**src/rtl/march_pkg.sv**
```systemverilog
package march_pkg;

    localparam int ELEM_W = 3;

    typedef enum logic [1:0] {
        ALG_TEN      = 2'd0,
        ALG_FIVE     = 2'd1,
        ALG_FIVE_RB  = 2'd2,
        ALG_FIVE_RET = 2'd3
    } alg_e;

    typedef enum logic [2:0] {
        ST_IDLE,
        ST_RUN,
        ST_HOLD,
        ST_DRAIN,
        ST_DONE
    } st_e;

    // one step of the algorithm: op i uses bit i of is_wr / val
    typedef struct packed {
        logic       last;
        logic       hold;
        logic       down;
        logic [1:0] lastop;
        logic [2:0] is_wr;
        logic [2:0] val;
    } elem_t;

    function automatic elem_t mk_elem(input logic last, input logic hold, input logic down,
                                      input logic [1:0] lastop, input logic [2:0] is_wr,
                                      input logic [2:0] val);
        elem_t e;
        e.last   = last;
        e.hold   = hold;
        e.down   = down;
        e.lastop = lastop;
        e.is_wr  = is_wr;
        e.val    = val;
        return e;
    endfunction

endpackage

```
**src/rtl/march_elem_rom.sv**
```systemverilog
module march_elem_rom
    import march_pkg::*;
(
    input  logic [1:0]        alg,
    input  logic [ELEM_W-1:0] idx,
    output elem_t             elem
);

    always_comb begin
        elem = mk_elem(1'b1, 1'b0, 1'b0, 2'd0, 3'b001, 3'b000);
        if (idx == '0) begin
            // every algorithm opens with a rising write-0 sweep
            elem = mk_elem(1'b0, 1'b0, 1'b0, 2'd0, 3'b001, 3'b000);
        end else begin
            case (alg_e'(alg))
                ALG_TEN: begin
                    case (idx)
                        3'd1: elem = mk_elem(1'b0, 1'b0, 1'b0, 2'd1, 3'b010, 3'b010);
                        3'd2: elem = mk_elem(1'b0, 1'b0, 1'b0, 2'd1, 3'b010, 3'b001);
                        3'd3: elem = mk_elem(1'b0, 1'b0, 1'b1, 2'd1, 3'b010, 3'b010);
                        3'd4: elem = mk_elem(1'b0, 1'b0, 1'b1, 2'd1, 3'b010, 3'b001);
                        3'd5: elem = mk_elem(1'b1, 1'b0, 1'b0, 2'd0, 3'b000, 3'b000);
                        default: ;
                    endcase
                end
                ALG_FIVE: begin
                    case (idx)
                        3'd1: elem = mk_elem(1'b0, 1'b0, 1'b0, 2'd1, 3'b010, 3'b010);
                        3'd2: elem = mk_elem(1'b1, 1'b0, 1'b1, 2'd1, 3'b010, 3'b001);
                        default: ;
                    endcase
                end
                ALG_FIVE_RB: begin
                    case (idx)
                        3'd1: elem = mk_elem(1'b0, 1'b0, 1'b0, 2'd2, 3'b010, 3'b110);
                        3'd2: elem = mk_elem(1'b1, 1'b0, 1'b1, 2'd2, 3'b010, 3'b001);
                        default: ;
                    endcase
                end
                default: begin
                    case (idx)
                        3'd1: elem = mk_elem(1'b0, 1'b1, 1'b0, 2'd0, 3'b000, 3'b000);
                        3'd2: elem = mk_elem(1'b0, 1'b0, 1'b0, 2'd1, 3'b010, 3'b010);
                        3'd3: elem = mk_elem(1'b0, 1'b1, 1'b0, 2'd0, 3'b000, 3'b000);
                        3'd4: elem = mk_elem(1'b1, 1'b0, 1'b1, 2'd1, 3'b010, 3'b001);
                        default: ;
                    endcase
                end
            endcase
        end
    end

endmodule

```
**src/rtl/march_resp_cmp.sv**
```systemverilog
module march_resp_cmp
    import march_pkg::*;
#(
    parameter int ADDR_W = 4,
    parameter int DATA_W = 8
) (
    input  logic              clk,
    input  logic              rst_n,
    input  logic              clr,
    input  logic              rd_issue,
    input  logic [ADDR_W-1:0] rd_addr,
    input  logic              rd_exp,
    input  logic [ELEM_W-1:0] rd_elem,
    input  logic [DATA_W-1:0] rdata,
    output logic              fail,
    output logic [ADDR_W-1:0] fail_addr,
    output logic [ELEM_W-1:0] fail_elem
);

    typedef struct packed {
        logic              pend;
        logic [ADDR_W-1:0] paddr;
        logic              pexp;
        logic [ELEM_W-1:0] pelem;
        logic              fail;
        logic [ADDR_W-1:0] faddr;
        logic [ELEM_W-1:0] felem;
    } cmp_t;

    cmp_t cmp_d, cmp_q;

    always_comb begin
        cmp_d       = cmp_q;
        cmp_d.pend  = rd_issue;
        cmp_d.paddr = rd_addr;
        cmp_d.pexp  = rd_exp;
        cmp_d.pelem = rd_elem;
        if (clr) begin
            cmp_d.fail  = 1'b0;
            cmp_d.faddr = '0;
            cmp_d.felem = '0;
        end else if (cmp_q.pend && !cmp_q.fail && (rdata != {DATA_W{cmp_q.pexp}})) begin
            cmp_d.fail  = 1'b1;
            cmp_d.faddr = cmp_q.paddr;
            cmp_d.felem = cmp_q.pelem;
        end
    end

    always_ff @(posedge clk or negedge rst_n) begin
        if (!rst_n) cmp_q <= '0;
        else        cmp_q <= cmp_d;
    end

    assign fail      = cmp_q.fail;
    assign fail_addr = cmp_q.faddr;
    assign fail_elem = cmp_q.felem;

endmodule

```
**src/rtl/march_bist.sv**
```systemverilog
module march_bist
    import march_pkg::*;
#(
    parameter int ADDR_W      = 4,
    parameter int DATA_W      = 8,
    parameter int WAIT_CYCLES = 16
) (
    input  logic              clk,
    input  logic              rst_n,
    input  logic              start,
    input  logic [1:0]        alg_sel,
    output logic [ADDR_W-1:0] mem_addr,
    output logic              mem_we,
    output logic              mem_re,
    output logic [DATA_W-1:0] mem_wdata,
    input  logic [DATA_W-1:0] mem_rdata,
    output logic              done,
    output logic              fail,
    output logic [ADDR_W-1:0] fail_addr,
    output logic [ELEM_W-1:0] fail_elem
);

    localparam int                CNT_W    = $clog2(WAIT_CYCLES + 1);
    localparam logic [ADDR_W-1:0] ADDR_TOP = '1;
    localparam logic [CNT_W-1:0]  CNT_END  = CNT_W'(WAIT_CYCLES - 1);

    typedef struct packed {
        st_e               st;
        logic [1:0]        alg;
        logic [ELEM_W-1:0] elem;
        logic [1:0]        op;
        logic [ADDR_W-1:0] addr;
        logic [CNT_W-1:0]  wcnt;
    } ctl_t;

    ctl_t              ctl_d, ctl_q;
    elem_t             cur, nxt;
    logic              busy;
    logic              accept;
    logic [1:0]        nxt_alg;
    logic [ELEM_W-1:0] nxt_idx;
    logic              rd_issue;
    logic              op_wr;
    logic              op_val;

    assign busy    = (ctl_q.st == ST_RUN) || (ctl_q.st == ST_HOLD) || (ctl_q.st == ST_DRAIN);
    assign accept  = start && !busy;
    assign nxt_alg = busy ? ctl_q.alg : alg_sel;
    assign nxt_idx = busy ? ELEM_W'(ctl_q.elem + 1'b1) : '0;

    march_elem_rom u_rom_cur (
        .alg  (ctl_q.alg),
        .idx  (ctl_q.elem),
        .elem (cur)
    );

    march_elem_rom u_rom_nxt (
        .alg  (nxt_alg),
        .idx  (nxt_idx),
        .elem (nxt)
    );

    assign op_wr  = cur.is_wr[ctl_q.op];
    assign op_val = cur.val[ctl_q.op];

    always_comb begin
        ctl_d     = ctl_q;
        mem_we    = 1'b0;
        mem_re    = 1'b0;
        mem_wdata = '0;
        rd_issue  = 1'b0;
        case (ctl_q.st)
            ST_RUN: begin
                mem_we    = op_wr;
                mem_re    = !op_wr;
                rd_issue  = !op_wr;
                mem_wdata = {DATA_W{op_val}};
                if (ctl_q.op != cur.lastop) begin
                    ctl_d.op = 2'(ctl_q.op + 1'b1);
                end else begin
                    ctl_d.op = '0;
                    if (ctl_q.addr != (cur.down ? '0 : ADDR_TOP)) begin
                        ctl_d.addr = cur.down ? ADDR_W'(ctl_q.addr - 1'b1)
                                              : ADDR_W'(ctl_q.addr + 1'b1);
                    end else if (cur.last) begin
                        ctl_d.st = ST_DRAIN;
                    end else begin
                        ctl_d.elem = nxt_idx;
                        if (nxt.hold) begin
                            ctl_d.st   = ST_HOLD;
                            ctl_d.wcnt = '0;
                        end else begin
                            ctl_d.addr = nxt.down ? ADDR_TOP : '0;
                        end
                    end
                end
            end
            ST_HOLD: begin
                if (ctl_q.wcnt == CNT_END) begin
                    ctl_d.st   = ST_RUN;
                    ctl_d.elem = nxt_idx;
                    ctl_d.op   = '0;
                    ctl_d.addr = nxt.down ? ADDR_TOP : '0;
                end else begin
                    ctl_d.wcnt = CNT_W'(ctl_q.wcnt + 1'b1);
                end
            end
            ST_DRAIN: ctl_d.st = ST_DONE;
            default: begin
                if (start) begin
                    ctl_d.st   = ST_RUN;
                    ctl_d.alg  = alg_sel;
                    ctl_d.elem = '0;
                    ctl_d.op   = '0;
                    ctl_d.wcnt = '0;
                    ctl_d.addr = nxt.down ? ADDR_TOP : '0;
                end
            end
        endcase
    end

    always_ff @(posedge clk or negedge rst_n) begin
        if (!rst_n) begin
            ctl_q    <= '0;
            ctl_q.st <= ST_IDLE;
        end else begin
            ctl_q <= ctl_d;
        end
    end

    march_resp_cmp #(.ADDR_W(ADDR_W), .DATA_W(DATA_W)) u_cmp (
        .clk       (clk),
        .rst_n     (rst_n),
        .clr       (accept),
        .rd_issue  (rd_issue),
        .rd_addr   (ctl_q.addr),
        .rd_exp    (op_val),
        .rd_elem   (ctl_q.elem),
        .rdata     (mem_rdata),
        .fail      (fail),
        .fail_addr (fail_addr),
        .fail_elem (fail_elem)
    );

    assign mem_addr = ctl_q.addr;
    assign done     = (ctl_q.st == ST_DONE);

endmodule

```
**config.mk**
```make
export PLATFORM = sky130hd
export DESIGN_NAME = march_bist
export DESIGN_NICKNAME = d
export VERILOG_FILES = /design/src/rtl/march_pkg.sv /design/src/rtl/march_elem_rom.sv /design/src/rtl/march_resp_cmp.sv /design/src/rtl/march_bist.sv
export SDC_FILE = /design/constraint.sdc
export NUM_CORES = 1
export LEC_CHECK = 0
export BUFFER_PORTS_ARGS = -buffer_cell sky130_fd_sc_hd__buf_2
export CORE_MARGIN = 2
export CORE_UTILIZATION = 45
export DETAILED_ROUTE_END_ITERATION = 8
export PLACE_DENSITY = 0.65
export REMOVE_ABC_BUFFERS = 1
export SKIP_LAST_GASP = 1
export SLEW_MARGIN = 0
export SYNTH_ARGS = -nofsm -noshare
export SYNTH_HDL_FRONTEND = slang
export SYNTH_SLANG_ARGS = --single-unit
```
**constraint.sdc**
```tcl
create_clock -name clk -period 3.95 [get_ports clk]
set_input_delay 0.79 -clock clk [delete_from_list [all_inputs] [get_ports clk]]
set_output_delay 0.79 -clock clk [all_outputs]
set_load 0.05 [all_outputs]
```
---- Word level (Yosys, flattened, before mapping) ----
Cells that the tools add are included.
word-level totals
  register bits ........................... 36
  bits of input ports ..................... 13
  output and inout port bits .............. 23
  word-level logic and storage cells ...... 122
operators by class
  $add $sub $neg .......................... 5
  order comparisons ....................... 1
  equality and inequality tests ........... 31
  multiplexer cells ....................... 46
  bitwise logic cells ..................... 2
  reductions and logical operators ........ 24
operators with widths
  kind                number
  $pmux 11 s3         2
  $pmux 10 s3         2
  $pmux 11 s5         1
  $pmux 9 s5          1
  $pmux 11 s2         2
  $pmux 14 s3         1
  $pmux 9 s2          2
  $mux 3              9
  $mux 9              3
  $mux 8              3
  $mux 4              5
  $mux 19             1
  $eq 3x2->1 const B  6
  $eq 3x3->1 const B  5
  $mux 5              3
  $reduce_and 6->1    2
  $mux 11             1
  $mux 10             1
  $ne 2x2->1 const B  5
  $eq 3x1->1 const B  3
  $pmux 3 s3          1
  $ne 8x8->1          1
  $reduce_and 7->1    1
  $logic_not 3->1     2
  30 further kinds    46

---- Depth between registers and ports, before layout ----
  depth in word-level cells ............... 15
  gate-level depth with buffers ........... 15

---- Hierarchy ----
From an unflattened synthesis, not the netlist that was laid out.
second synthesis, totals
  cells, all modules ...................... 340
  area, all modules ....................... 2961.6 um2
by module, submodules not included
  module          times used  cells an instance  area an instance (um2)  seq. area each (um2)
  march_bist      1           162                1431.4                  475.5
  march_elem_rom  2           61                 402.9                   0.0
  march_resp_cmp  1           56                 724.4                   425.4

---- Worst setup path after synthesis ----
Ideal clock, no wire load.
  kind .................................... register to output
  start point ............................. register ctl_q[11] (netlist bit)
  end point ............................... output mem_wdata[1]
  arrival time ............................ 3582 ps
  required time ........................... 3160 ps
  slack ................................... -422 ps
  stages on the path, launching flop included .. 10
  buffers on the path ..................... 2
  path through ............................ dfrtp_1 inv_1 ha_1 buf_6 or3b_1 a21oi_1 a211oi_1 o221a_2 nor3_1 buf_4
on the way
  word-level cells in the longest chain between the ends .. 8
ends and longest elaborated chain
  item                                             line                  RTL
  from (decl)                                      march_bist.sv:36      ctl_t ctl_d, ctl_q;
  from (signal assigned)                           march_bist.sv:127     ctl_q <= ctl_d;
  $eq 3x1->1 / $eq 3x2->1 (equally long branches)  -
  $reduce_or 2->1 (no source line)                 -
  $pmux 11 s3                                      march_elem_rom.sv:41  case (idx)
  $pmux 11 s3                                      march_elem_rom.sv:15  case (alg_e'(alg))
  $mux 11 (*)                                      march_elem_rom.sv:11  if (idx == '0) begin
  $bmux 1 s2 (*)                                   march_bist.sv:64      assign op_val = cur.val[ctl_q.op];
  $mux 1 (not written as such) (*)                 march_bist.sv:64
  $mux 8 (*)                                       march_bist.sv:72      case (ctl_q.st)
  to (decl)                                        march_bist.sv:15      output logic [DATA_W-1:0] mem_wdata,
Mark *: on every way between the ends. The rest lies on a longest branch, timed or not. The select of a mux whose other input is x is not followed.

---- Final worst setup path ----
  start point ............................. register ctl_q[12] (netlist bit)
  end point ............................... output mem_wdata[1]
Same word-level chain as after synthesis.

==> run summary <==
Mapped Area - 2420 sq um
Seq cells post-synth - 36
Slowest stage delay, CP - 0.46 ns
Die X-Extent - 77.4 um
Compound-cell area share of the yosys netlist - 0.203
Startpoint Class - flop
Min Tclk post-route - 3.69 ns
Clk_lat worst skew - 0.28 ns
Hold Path Class - flop to flop
Clock tree buffer depth - 2
Kind of critical path - flop to output pin
Die ar. - 5990 sq um
Final hold violation count - 0
Synth Area in Adders - 0.0588
Worst hold start - ctl_q[12]$_DFFE_PN0P_
Maximum vdd drop - 0.000317 V
Post-CTS Resized - 0
Status - finished clean
Met3 routed wirelength - 169 um
Nets - 309
Starting Density - 0.472
Layout Skew - 0.00501 ns
Worst Hold Endpoint - u_cmp.cmp_q[9]$_DFF_PN0_
Yosys warns - 0
Final core occ - 0.511
Slew HR - 0.285
R2R cell count - 14
Critical path capture point type - output pin
WP buf/inv - 2
Routed length on met2 - 2420 um
All-layer global routing usage - 0.175
Cts bufs inserted - 5
FF+latch area - 901 sq um
Worst hold slack - 0.482 ns
Largest net degree at the start of global routing - 37
Pre-CTS setup slack - 0.528 ns
DRC viols - 0
Vias in the first global route - 1798
Iter 0 DRT Violations - 171
Netlist cell types - 56
Hold Buf Count CTS - 0
Synth Area in XOR/XNOR - 0.00722
First-pass GRT wire length - 8420 um
CP max-delay cell - or3b_1
Synth Area per Inst - 8.95 sq um
Slew @ Worst Pin - 1.07 ns
Crit Reg-Reg Endpoint - ctl_q[12]$_DFFE_PN0P_
Io pins - 36
Mux cell area share after synthesis - 0.0599
P per Cell Area - 871 nW/um^2
Routed Antenna Nets - 0
Area delta synth->final - 8.41%
Drt first pass iters - 4
RSZ-0062 raised after global routing - no
Vias per cell - 5.56
Hold Path Depth - 0
Largest family of logic cells by synthesized area - simple AND/OR/NAND/NOR gates
Cell taking the most area after synthesis - dfrtp_1
Avg WL per Cell - 14.1 um
Dominant synthesized flop cell - dfrtp_1
TritonCTS Sinks - 36
Root Driver - clkbuf_8
Share of cells above drive strength 1 - 0.206
Critical-path cell list - inv_1 > ha_1 > or3b_1 > a21oi_1 > a211oi_1 > o221a_2 > nor3_1 > buf_2
IO buf count - 35
Leak pwr - 1.22 nW
Async S/R FF share, synth - 1.00
Setup ws final - 0.264 ns
Final Max Slew Viols - 0
H-tree depth - 2
CTS tree - built
Fill cells - 498
Top cells by area, synth - dfrtp_1 37%, buf_4 5.9%, nor2_1 5.0%
Post-CTS Setup Bufs - 0
Syn Inst Count - 271
Wl on met1 - 2410 um
# setup viols final - 0
Number of synthesized flops with an enable pin - 0
Max-cap violations - 0
Register area share after synthesis - 0.372
CP max FO - 10
Crit share post-route - 0.933
Cell Rows - 26
Initial antenna violation count - 0
Via count - 1986
Reg-to-reg startpoint - ctl_q[12]$_DFFE_PN0P_
Clock transition at the registers of the reported paths - 0.07 ns
WP data required - 3.16 ns
Detail Placement HPWL - 3690 um
CP top delay family - simple AND/OR/NAND/NOR gates
WP data arrival - 2.90 ns
R2R Setup Slk - 0.48 ns
Gpl congestion - 0.836
Die Y - 77.4 um
Core Box Area - 5140 sq um
# diodes - 0
Grt ovf - 0
Highest clock rate - 0.271 GHz
Top routing layer in use - met4
Synth Area in Simple Gates - 0.204
Multi-input logic area - 1300 sq um
Top-area cell type share of the netlist area - 0.372
Drt total wl - 5030 um
worst max-delay path by stage:
stage / startpoint / end / slack (ns) / cells after the start
3_5_place_dp: ctl_q[12]$_DFFE_PN0P_ / ctl_q[12]$_DFFE_PN0P_ / 0.53 / 14
6_report: ctl_q[12]$_DFFE_PN0P_ / mem_wdata[1] / 0.26 / 8
3_3_place_gp: ctl_q[12]$_DFFE_PN0P_ / ctl_q[12]$_DFFE_PN0P_ / 0.64 / 14
4_1_cts: ctl_q[12]$_DFFE_PN0P_ / mem_wdata[1] / 0.25 / 8
5_1_grt: ctl_q[12]$_DFFE_PN0P_ / mem_wdata[3] / 0.004 / 9
2_1_floorplan: ctl_q[11]$_DFFE_PN0P_ / mem_wdata[0] / -6.53 / 7
layout by cell type (no fill, tap or decap), types with 2 or more instances in the layout:
| cell | netlist | final |
|---|---|---|
| ha_1 | 9 | 9 |
| o32ai_1 | 2 | 2 |
| nor3_1 | 10 | 10 |
| a21oi_1 | 14 | 14 |
| nand4_1 | 2 | 2 |
| or3_1 | 2 | 2 |
| nand3_1 | 9 | 9 |
| o21ai_0 | 15 | 15 |
| clkbuf_8 | 0 | 5 |
| nor2_1 | 32 | 32 |
| nand2b_1 | 4 | 4 |
| nand2_1 | 14 | 14 |
| a21o_1 | 6 | 6 |
| nor4_1 | 3 | 3 |
| or2_2 | 3 | 3 |
| buf_2 | 0 | 35 |
| mux2i_1 | 10 | 10 |
| buf_4 | 19 | 2 |
| a211oi_1 | 3 | 3 |
| o21ai_1 | 2 | 2 |
| a22o_1 | 2 | 2 |
| a22oi_1 | 2 | 2 |
| o211ai_1 | 3 | 3 |
| nor2b_1 | 6 | 6 |
| mux2_2 | 2 | 2 |
| o22ai_1 | 4 | 4 |
| dfrtp_1 | 36 | 36 |
| and2_1 | 5 | 5 |
| and3_1 | 2 | 2 |
| a41oi_1 | 2 | 2 |
| o22a_1 | 2 | 2 |
| inv_1 | 12 | 12 |
state kept, by name (all words and copies together) (netlist names):
signal,cells
u_cmp.fail,1
u_cmp.fail_addr,4
u_cmp.fail_elem,3
mem_addr,4
ctl_q,15
u_cmp.cmp_q,9
metal layers:
layer | global-route usage | vias to the layer above
li1 | - | 984
met1 | 0.244 | 955
met2 | 0.280 | 45
met3 | 0.0244 | 2
met4 | 0.0625 | 0
met5 | 0 | -
synthesized netlist by cell type, types with 5 or more instances:
cell      count
nor2_1       32
clkbuf_1      9
nand2_1      14
nand3_1       9
o21ai_0      15
a21oi_1      14
buf_4        19
ha_1          9
a21o_1        6
mux2i_1      10
nor3_1       10
and2_1        5
inv_1        12
nor2b_1       6
dfrtp_1      36
layout make-up:
type / instances / share of cell area
clock inverters: 2 / 0.0133
clock buffers: 6 / 0.0276
flip-flops and latches: 36 / 0.343
inverters: 12 / 0.0171
multi-input cells: 194 / 0.494
repair buffers: 37 / 0.0723
well taps: 70 / 0.0333
per-stage QoR:
stage | area (sq um) | TNS, ns | power, mW | cells
final | 2630 | 0 | 2.29 | 357
after global routing | 2630 | 0 | 2.48 | 357
after CTS | 2630 | 0 | 2.31 | 357
after detailed placement | 2520 | 0 | 1.98 | 349
after global placement | 2520 | 0 | 1.97 | 349
after floorplan | 2240 | -52.27 | 1.67 | 242
kinds of logic after synthesis:
family                     after synthesis
muxes                                   13
adders and majority gates               11
xor gates and xnor gates                 2
and+or+nand+nor                         98
buffers and inverters                   41
AOI/OAI and AO/OA                       70
DFF                                     36
power by group:
| group | leakage (nW) | switching (mW) | internal (mW) | total (mW) |
|---|---|---|---|---|
| sequential | 0.472 | 0.143 | 0.493 | 0.636 |
| clock | 0.0552 | 0.130 | 0.187 | 0.318 |
| combinational | 0.692 | 0.889 | 0.447 | 1.34 |
| total | 1.22 | 1.16 | 1.13 | 2.29 |
worst register-to-register path: stages (launching register included):
cell and delay (ns):
dfrtp_1 0.42, inv_1 0.08, ha_1 0.32, or3b_1 0.46, a22oi_1 0.26, nand2_1 0.18
inv_1 0.12, ha_1 0.28, nand2_1 0.09, nor3_1 0.04, and3_1 0.21, or2_2 0.32
nand3_2 0.14, o22ai_1 0.14, a32o_1 0.29
No activity file was read; power rests on OpenSTA's default activity.
